$ cat config.mk
export PLATFORM = sky130hd
export DESIGN_NAME = pair_arith_unit
export DESIGN_NICKNAME = d
export VERILOG_FILES = /design/src/rtl/pair_arith_pkg.sv /design/src/rtl/pair_adder.sv /design/src/rtl/pair_arith_core.sv /design/src/rtl/pair_arith_fsm.sv /design/src/rtl/pair_arith_unit.sv
export SDC_FILE = /design/constraint.sdc
export NUM_CORES = 1
export LEC_CHECK = 0
export CAP_MARGIN = 20
export CORE_UTILIZATION = 50
export DETAILED_ROUTE_END_ITERATION = 7
export PLACE_DENSITY = 0.91
export SYNTH_ARGS = -nofsm -noshare
export SYNTH_HDL_FRONTEND = slang
export SYNTH_SLANG_ARGS = --single-unit
$ cat constraint.sdc
create_clock -name clk -period 5.7 [get_ports clk]
set_clock_uncertainty 0.2 [all_clocks]
set_input_delay 1.14 -clock clk [delete_from_list [all_inputs] [get_ports clk]]
set_output_delay 1.14 -clock clk [all_outputs]
set_load 0.01 [all_outputs]
$ cat src/rtl/pair_arith_pkg.sv
package pair_arith_pkg;

    typedef enum logic [1:0] {
        PA_INC    = 2'd0,
        PA_DEC    = 2'd1,
        PA_ADD_HL = 2'd2,
        PA_ADD_SP = 2'd3
    } pa_op_e;

    // Flag vector ordering {Z, N, H, C}
    typedef struct packed {
        logic z;
        logic n;
        logic h;
        logic c;
    } pa_flags_t;

    localparam int PA_NFLAGS = 4;

endpackage

$ cat src/rtl/pair_adder.sv
module pair_adder #(
    parameter int W        = 16,
    parameter int HALF_POS = 12
) (
    input  logic [W-1:0] a_i,
    input  logic [W-1:0] b_i,
    output logic [W-1:0] sum_o,
    output logic         c_half_o,
    output logic         c_full_o
);

    logic [W:0] full_sum;

    assign full_sum = {1'b0, a_i} + {1'b0, b_i};
    assign sum_o    = full_sum[W-1:0];
    assign c_full_o = full_sum[W];

    generate
        if (HALF_POS > 0 && HALF_POS < W) begin : g_half
            logic [HALF_POS:0] low_sum;
            assign low_sum  = {1'b0, a_i[HALF_POS-1:0]} + {1'b0, b_i[HALF_POS-1:0]};
            assign c_half_o = low_sum[HALF_POS];
        end else begin : g_no_half
            assign c_half_o = 1'b0;
        end
    endgenerate

endmodule

$ cat src/rtl/pair_arith_core.sv
module pair_arith_core
    import pair_arith_pkg::*;
#(
    parameter int W        = 16,
    parameter int OW       = 8,
    parameter int HALF_POS = 12
) (
    input  pa_op_e          op_i,
    input  logic [W-1:0]    opa_i,
    input  logic [W-1:0]    opb_i,
    input  logic [OW-1:0]   offs_i,
    output logic [W-1:0]    result_o,
    output pa_flags_t       flags_o,
    output pa_flags_t       we_o
);

    localparam int EXT_W = W - OW;

    logic [W-1:0] addend;
    logic [W-1:0] offs_ext;
    logic         c_half;
    logic         c_full;

    assign offs_ext = {{EXT_W{offs_i[OW-1]}}, offs_i};

    always_comb begin
        unique case (op_i)
            PA_INC:    addend = W'(1);
            PA_DEC:    addend = '1;
            PA_ADD_HL: addend = opb_i;
            PA_ADD_SP: addend = offs_ext;
            default:   addend = '0;
        endcase
    end

    pair_adder #(
        .W        (W),
        .HALF_POS (HALF_POS)
    ) u_adder (
        .a_i      (opa_i),
        .b_i      (addend),
        .sum_o    (result_o),
        .c_half_o (c_half),
        .c_full_o (c_full)
    );

    always_comb begin
        flags_o = '0;
        we_o    = '0;
        unique case (op_i)
            PA_INC, PA_DEC: begin
                flags_o = '0;
                we_o    = '0;
            end
            PA_ADD_HL: begin
                flags_o.h = c_half;
                flags_o.c = c_full;
                we_o.n    = 1'b1;
                we_o.h    = 1'b1;
                we_o.c    = 1'b1;
            end
            PA_ADD_SP: begin
                flags_o.h = c_half;
                flags_o.c = c_full;
                we_o      = '1;
            end
            default: begin
                flags_o = '0;
                we_o    = '0;
            end
        endcase
    end

endmodule

$ cat src/rtl/pair_arith_fsm.sv
module pair_arith_fsm
    import pair_arith_pkg::*;
#(
    parameter int LAT_STEP = 2,
    parameter int LAT_HL   = 2,
    parameter int LAT_SP   = 4
) (
    input  logic   clk,
    input  logic   rst_n,
    input  logic   start_i,
    input  pa_op_e op_i,
    output logic   busy_o,
    output logic   done_o,
    output logic   accept_o
);

    localparam int LAT_A   = (LAT_STEP > LAT_HL) ? LAT_STEP : LAT_HL;
    localparam int LAT_MAX = (LAT_A > LAT_SP) ? LAT_A : LAT_SP;
    localparam int CNT_W   = $clog2(LAT_MAX) + 1;

    typedef enum logic [1:0] {
        S_IDLE = 2'd0,
        S_RUN  = 2'd1,
        S_DONE = 2'd2
    } state_e;

    state_e           state_q, state_d;
    logic [CNT_W-1:0] cnt_q, cnt_d;
    logic [CNT_W-1:0] load_val;

    always_comb begin
        unique case (op_i)
            PA_INC, PA_DEC: load_val = CNT_W'(LAT_STEP - 2);
            PA_ADD_HL:      load_val = CNT_W'(LAT_HL - 2);
            PA_ADD_SP:      load_val = CNT_W'(LAT_SP - 2);
            default:        load_val = '0;
        endcase
    end

    // Next-state logic
    always_comb begin
        state_d = state_q;
        cnt_d   = cnt_q;
        unique case (state_q)
            S_IDLE: begin
                if (start_i) begin
                    state_d = S_RUN;
                    cnt_d   = load_val;
                end
            end
            S_RUN: begin
                if (cnt_q == '0) begin
                    state_d = S_DONE;
                end else begin
                    cnt_d = cnt_q - CNT_W'(1);
                end
            end
            S_DONE: begin
                state_d = S_IDLE;
            end
            default: begin
                state_d = S_IDLE;
                cnt_d   = '0;
            end
        endcase
    end

    // State register
    always_ff @(posedge clk or negedge rst_n) begin
        if (!rst_n) begin
            state_q <= S_IDLE;
            cnt_q   <= '0;
        end else begin
            state_q <= state_d;
            cnt_q   <= cnt_d;
        end
    end

    // Outputs
    always_comb begin
        busy_o   = (state_q != S_IDLE);
        done_o   = (state_q == S_DONE);
        accept_o = (state_q == S_IDLE) && start_i;
    end

endmodule

$ cat src/rtl/pair_arith_unit.sv
module pair_arith_unit
    import pair_arith_pkg::*;
#(
    parameter int W        = 16,
    parameter int OW       = 8,
    parameter int HALF_POS = 12,
    parameter int LAT_STEP = 2,
    parameter int LAT_HL   = 2,
    parameter int LAT_SP   = 4
) (
    input  logic          clk,
    input  logic          rst_n,
    input  logic          start_i,
    input  logic [1:0]    op_i,
    input  logic [W-1:0]  opa_i,
    input  logic [W-1:0]  opb_i,
    input  logic [OW-1:0] offs_i,
    output logic          busy_o,
    output logic          done_o,
    output logic [W-1:0]  result_o,
    output logic [3:0]    flags_o,
    output logic [3:0]    flag_we_o
);

    pa_op_e    op_e;
    logic      accept;
    logic      done;
    logic [W-1:0] core_result;
    pa_flags_t core_flags;
    pa_flags_t core_we;

    logic [W-1:0] result_q;
    pa_flags_t    flags_q;
    pa_flags_t    we_q;

    assign op_e = pa_op_e'(op_i);

    pair_arith_fsm #(
        .LAT_STEP (LAT_STEP),
        .LAT_HL   (LAT_HL),
        .LAT_SP   (LAT_SP)
    ) u_fsm (
        .clk      (clk),
        .rst_n    (rst_n),
        .start_i  (start_i),
        .op_i     (op_e),
        .busy_o   (busy_o),
        .done_o   (done),
        .accept_o (accept)
    );

    pair_arith_core #(
        .W        (W),
        .OW       (OW),
        .HALF_POS (HALF_POS)
    ) u_core (
        .op_i     (op_e),
        .opa_i    (opa_i),
        .opb_i    (opb_i),
        .offs_i   (offs_i),
        .result_o (core_result),
        .flags_o  (core_flags),
        .we_o     (core_we)
    );

    always_ff @(posedge clk or negedge rst_n) begin
        if (!rst_n) begin
            result_q <= '0;
            flags_q  <= '0;
            we_q     <= '0;
        end else if (accept) begin
            result_q <= core_result;
            flags_q  <= core_flags;
            we_q     <= core_we;
        end
    end

    always_comb begin
        done_o    = done;
        result_o  = result_q;
        flags_o   = flags_q;
        flag_we_o = done ? we_q : 4'b0000;
    end

endmodule

==> tab_implementation.tex <==
\begin{tabular}{lr}
\hline
Metric & Value \\
\hline
\multicolumn{2}{l}{\textbf{Outcome}} \\
\quad Run status & finished, final reports clean \\
\multicolumn{2}{l}{\textbf{Routing}} \\
\quad Number of vias after detailed routing & 2128 \\
\quad Initial detailed-routing violation count & 151 \\
\quad Number of search-and-repair iterations in the first detailed-routing pass & 4 \\
\quad Number of DRC violations after detailed routing & 0 \\
\quad Average detailed-routed wire length per instance & 14.11 um \\
\quad Detailed-route wire length & 5149 um \\
\quad Detailed-route vias per instance & 5.830 \\
\quad Antenna Violating Nets Remaining & 0 \\
\multicolumn{2}{l}{\textbf{Critical path}} \\
\quad Delay contributed by the slowest stage of the critical path & 0.77 ns \\
\quad Worst setup SP type & input port \\
\quad Crit Reg-Reg Endpoint & result\_o[15] \\
\quad Reg2reg start & u\_fsm.state\_q[1] \\
\quad Slowest cell on crit path & sky130\_fd\_sc\_hd\_\_clkdlybuf4s50\_1 \\
\quad Setup Crit Path Kind & in2reg \\
\quad Register-to-register setup slack & 3.75 ns \\
\quad Cell Chain, Critical Path & clkdlybuf4s50\_1 -> nor2b\_1 -> a21o\_1 -> ha\_1 -> nand2\_1 -> nor2\_1 -> o31ai\_4 -> a2111oi\_0 -> a211o\_1 \\
\quad Count of cells along the worst register-to-register path & 5 \\
\quad Arrival time worst endpoint & 4.07 ns \\
\quad Critical path endpoint category & flop \\
\quad Critical path data required time & 5.71 ns \\
\quad Highest fanout seen on the critical path & 16 \\
\multicolumn{2}{l}{\textbf{Clock tree}} \\
\quad Buffer count from post-CTS setup fixing & 0 \\
\quad Number of buffers inserted for hold repair after clock tree synthesis & 0 \\
\quad CTS H-tree depth & 1 \\
\quad Clock Pin Slew Worst Setup and Hold Paths & 0.08 ns \\
\quad Longest Clk Path Bufs & 2 \\
\quad Clock sink count & 25 \\
\quad CTS Buf Count & 3 \\
\quad Clock tree from TritonCTS & yes \\
\quad Clock latency reported for the late side of the worst-skew pair & 0.26 ns \\
\quad PostCTS Resize Cnt & 0 \\
\quad Root Buffer Master & sky130\_fd\_sc\_hd\_\_clkbuf\_8 \\
\multicolumn{2}{l}{\textbf{Floorplanning}} \\
\quad Die Y-Extent & 66.72 um \\
\quad Die outline area & 4452 um2 \\
\quad Core Area & 4000 um2 \\
\quad Horizontal extent of the die & 66.72 um \\
\quad Initial Util & 0.5236 \\
\quad Number of cell rows & 23 \\
\quad Top-level port count & 71 \\
\multicolumn{2}{l}{\textbf{STA}} \\
\quad Max Transition Viols Final & 0 \\
\quad Unrepaired setup endpoints after global routing & no \\
\quad Tightest Pin Transition & 0.6506 ns \\
\quad Relative slew slack & 0.5653 \\
\quad Final period utilization & 0.7125 \\
\quad Finish-stage setup viols & 0 \\
\quad Final setup slack of the worst path & 1.639 ns \\
\quad Number of hold violations in the final report & 0 \\
\quad Post-layout minimum cycle time & 4.061 ns \\
\quad Highest Clock Rate & 246.2 MHz \\
\quad Final sum of negative setup slack & 0 ns \\
\multicolumn{2}{l}{\textbf{Pwr}} \\
\quad Ratio of total power to cell area & 346.4 nW/um2 \\
\quad VDD IR max & 0.0001433 V \\
\quad Static Leak & 1.274 nW \\
\quad Total power & 981.7 uW \\
\multicolumn{2}{l}{\textbf{Worst hold path}} \\
\quad Worst min path class & reg2reg \\
\quad End of the worst hold path & result\_o[6] \\
\quad Depth of the worst hold-timing path & 2 \\
\quad Hold path startpoint & result\_o[6] \\
\multicolumn{2}{l}{\textbf{Cells and area}} \\
\quad Growth of design area from synthesis to finish & 35.30\% \\
\quad Post-Layout Cell Count & 365 \\
\quad Final std cell area, no fill & 2834 um2 \\
\quad Share of layout cells above drive strength 1 & 0.03810 \\
\quad Top library cells by usage in the layout, fill and taps aside & sky130\_fd\_sc\_hd\_\_clkdlybuf4s50\_1, sky130\_fd\_sc\_hd\_\_nand2\_1, sky130\_fd\_sc\_hd\_\_dfrtp\_1 \\
\quad Most common cell after layout, fill and taps aside & sky130\_fd\_sc\_hd\_\_clkdlybuf4s50\_1 \\
\quad Inserted Diodes & 0 \\
\quad Nets & 380 \\
\multicolumn{2}{l}{\textbf{Synthesis}} \\
\quad Synth warn & 0 \\
\quad Post-synthesis instance total & 256 \\
\quad Count of unique library cells instantiated by Yosys & 52 \\
\quad Top cell type's share of synthesized area & 0.2987 \\
\quad Summed instance area of the synthesized netlist & 2095 um2 \\
\quad Share of async-settable or async-resettable flops after synthesis & 1.000 \\
\quad Dominant cell type by area after synthesis & sky130\_fd\_sc\_hd\_\_dfrtp\_1 \\
\quad Synthesized area per cell & 8.182 um2 \\
\quad Register bit count reported by yosys & 25 \\
\quad Portion of the post-synthesis area used by sequential elements & 0.2987 \\
\quad Number of synthesized flops with an enable pin & 0 \\
\quad Main flop type after synthesis & sky130\_fd\_sc\_hd\_\_dfrtp\_1 \\
\quad Cell types with the largest area share after synthesis & sky130\_fd\_sc\_hd\_\_dfrtp\_1, sky130\_fd\_sc\_hd\_\_ha\_1, sky130\_fd\_sc\_hd\_\_nand2\_1, sky130\_fd\_sc\_hd\_\_a21oi\_1, sky130\_fd\_sc\_hd\_\_a21o\_1 \\
\multicolumn{2}{l}{\textbf{Placement}} \\
\quad Post-Place Worst Slack & 1.393 ns \\
\quad Weighted congestion at the end of routability-driven global placement & 0.8327 \\
\quad Post-DP HPWL & 4084 um \\
\quad Instance area after placement & 2789 um2 \\
\quad Buffers on Ports & 68 \\
\quad Placed insts & 361 \\
\multicolumn{2}{l}{\textbf{Flow run}} \\
\quad Number of max-cap violations & 0 \\
\multicolumn{2}{l}{\textbf{Global route}} \\
\quad Number of global-route vias before repair & 1911 \\
\quad Maximum number of pins on one net before global-route repair & 38 \\
\quad First-pass GRT wire length & 8404 um \\
\quad Number of antenna violations at the first check in global routing & 0 \\
\quad Aggregate global-route resource usage & 0.2476 \\
\quad Overflow after GRT & 0 \\
\hline
\end{tabular}
## state kept, by name, summed over array words and instances, names as in the netlist
name / count
u_fsm.state_q: 2
result_o: 16
u_fsm.cnt_q: 3
we_q: 2
flags_o: 2
## logic make-up (layout without fill, tap and decap cells)
logic type,count (synthesis),in the layout,synth area share
buf+inv,27,85,0.05735
xor+xnor,7,7,0.02927
other cells,1,2,0.001790
compound gates,85,85,0.2778
mux,5,5,0.02390
simple gates,87,87,0.1942
flops,25,25,0.2987
fa+ha+maj,19,19,0.1171
## routing by layer
layer  share of wire  GRT usage  vias up
li1                -          -     1035
met1            0.47     0.3501      991
met2            0.46     0.3838       94
met3           0.057    0.02226        8
met4           0.017     0.1037        0
met5               0          0        -
## metrics by stage
step / hold slack (ns) / utilization
2_1_floorplan: 0.2386 / -
3_3_place_gp: 0.2527 / 0.6935
3_5_place_dp: 0.2713 / 0.6972
4_1_cts: 0.2903 / 0.7085
5_1_grt: 0.3139 / 0.7085
6_report: 0.2863 / 0.7085
## Yosys cell counts, drive strengths merged (3+ instances only)
cell type and n:
nand2 35, dfrtp 25, a21oi 21, nor2 19, ha 18, o21ai 17, a21o 11, inv 10
clkbuf 9, buf 8, nand3 6, nand4 6, a31oi 5, mux2i 5, o31ai 5, and3 4
o311ai 4, xor2 4, a21boi 3, and2 3, nor2b 3, nor3b 3, o21a 3, xnor2 3
## critical path: cells and delay by family
kind | cells | cell delay [ns]
compound gates | 4 | 0.93
simple gates | 3 | 0.93
buf+inv | 1 | 0.77
fa+ha+maj | 1 | 0.29
## how the worst max path moves through the flow
| stage | startpoint | to | slack (ns) |
|---|---|---|---|
| floorplan | op_i[1] | result_o[12] | 2.08 |
| global placement | op_i[0] | result_o[14] | 1.48 |
| detailed placement | op_i[0] | result_o[12] | 1.39 |
| CTS | op_i[0] | result_o[12] | 1.67 |
| global route | op_i[1] | result_o[15] | 1.40 |
| finish | op_i[1] | result_o[15] | 1.64 |
## area by class of cell
| cell class | instances | area [um2] |
|---|---|---|
| Clock buffer | 4 | 45.04 |
| Fill cell | 319 | 1166 |
| Timing Repair Buffer | 71 | 710.7 |
| Tap cell | 50 | 62.56 |
| Inverter | 10 | 37.54 |
| Sequential cell | 25 | 625.6 |
| Multi-Input combinational cell | 205 | 1353 |
## where the power goes
group	leakage, nW	switching [mW]	internal [mW]
logic	0.941	0.272	0.289
registers	0.310	0.0575	0.260
clock network	0.0228	0.0538	0.0499
total	1.27	0.383	0.599
Note: power is estimated with default switching activity, not from simulation.
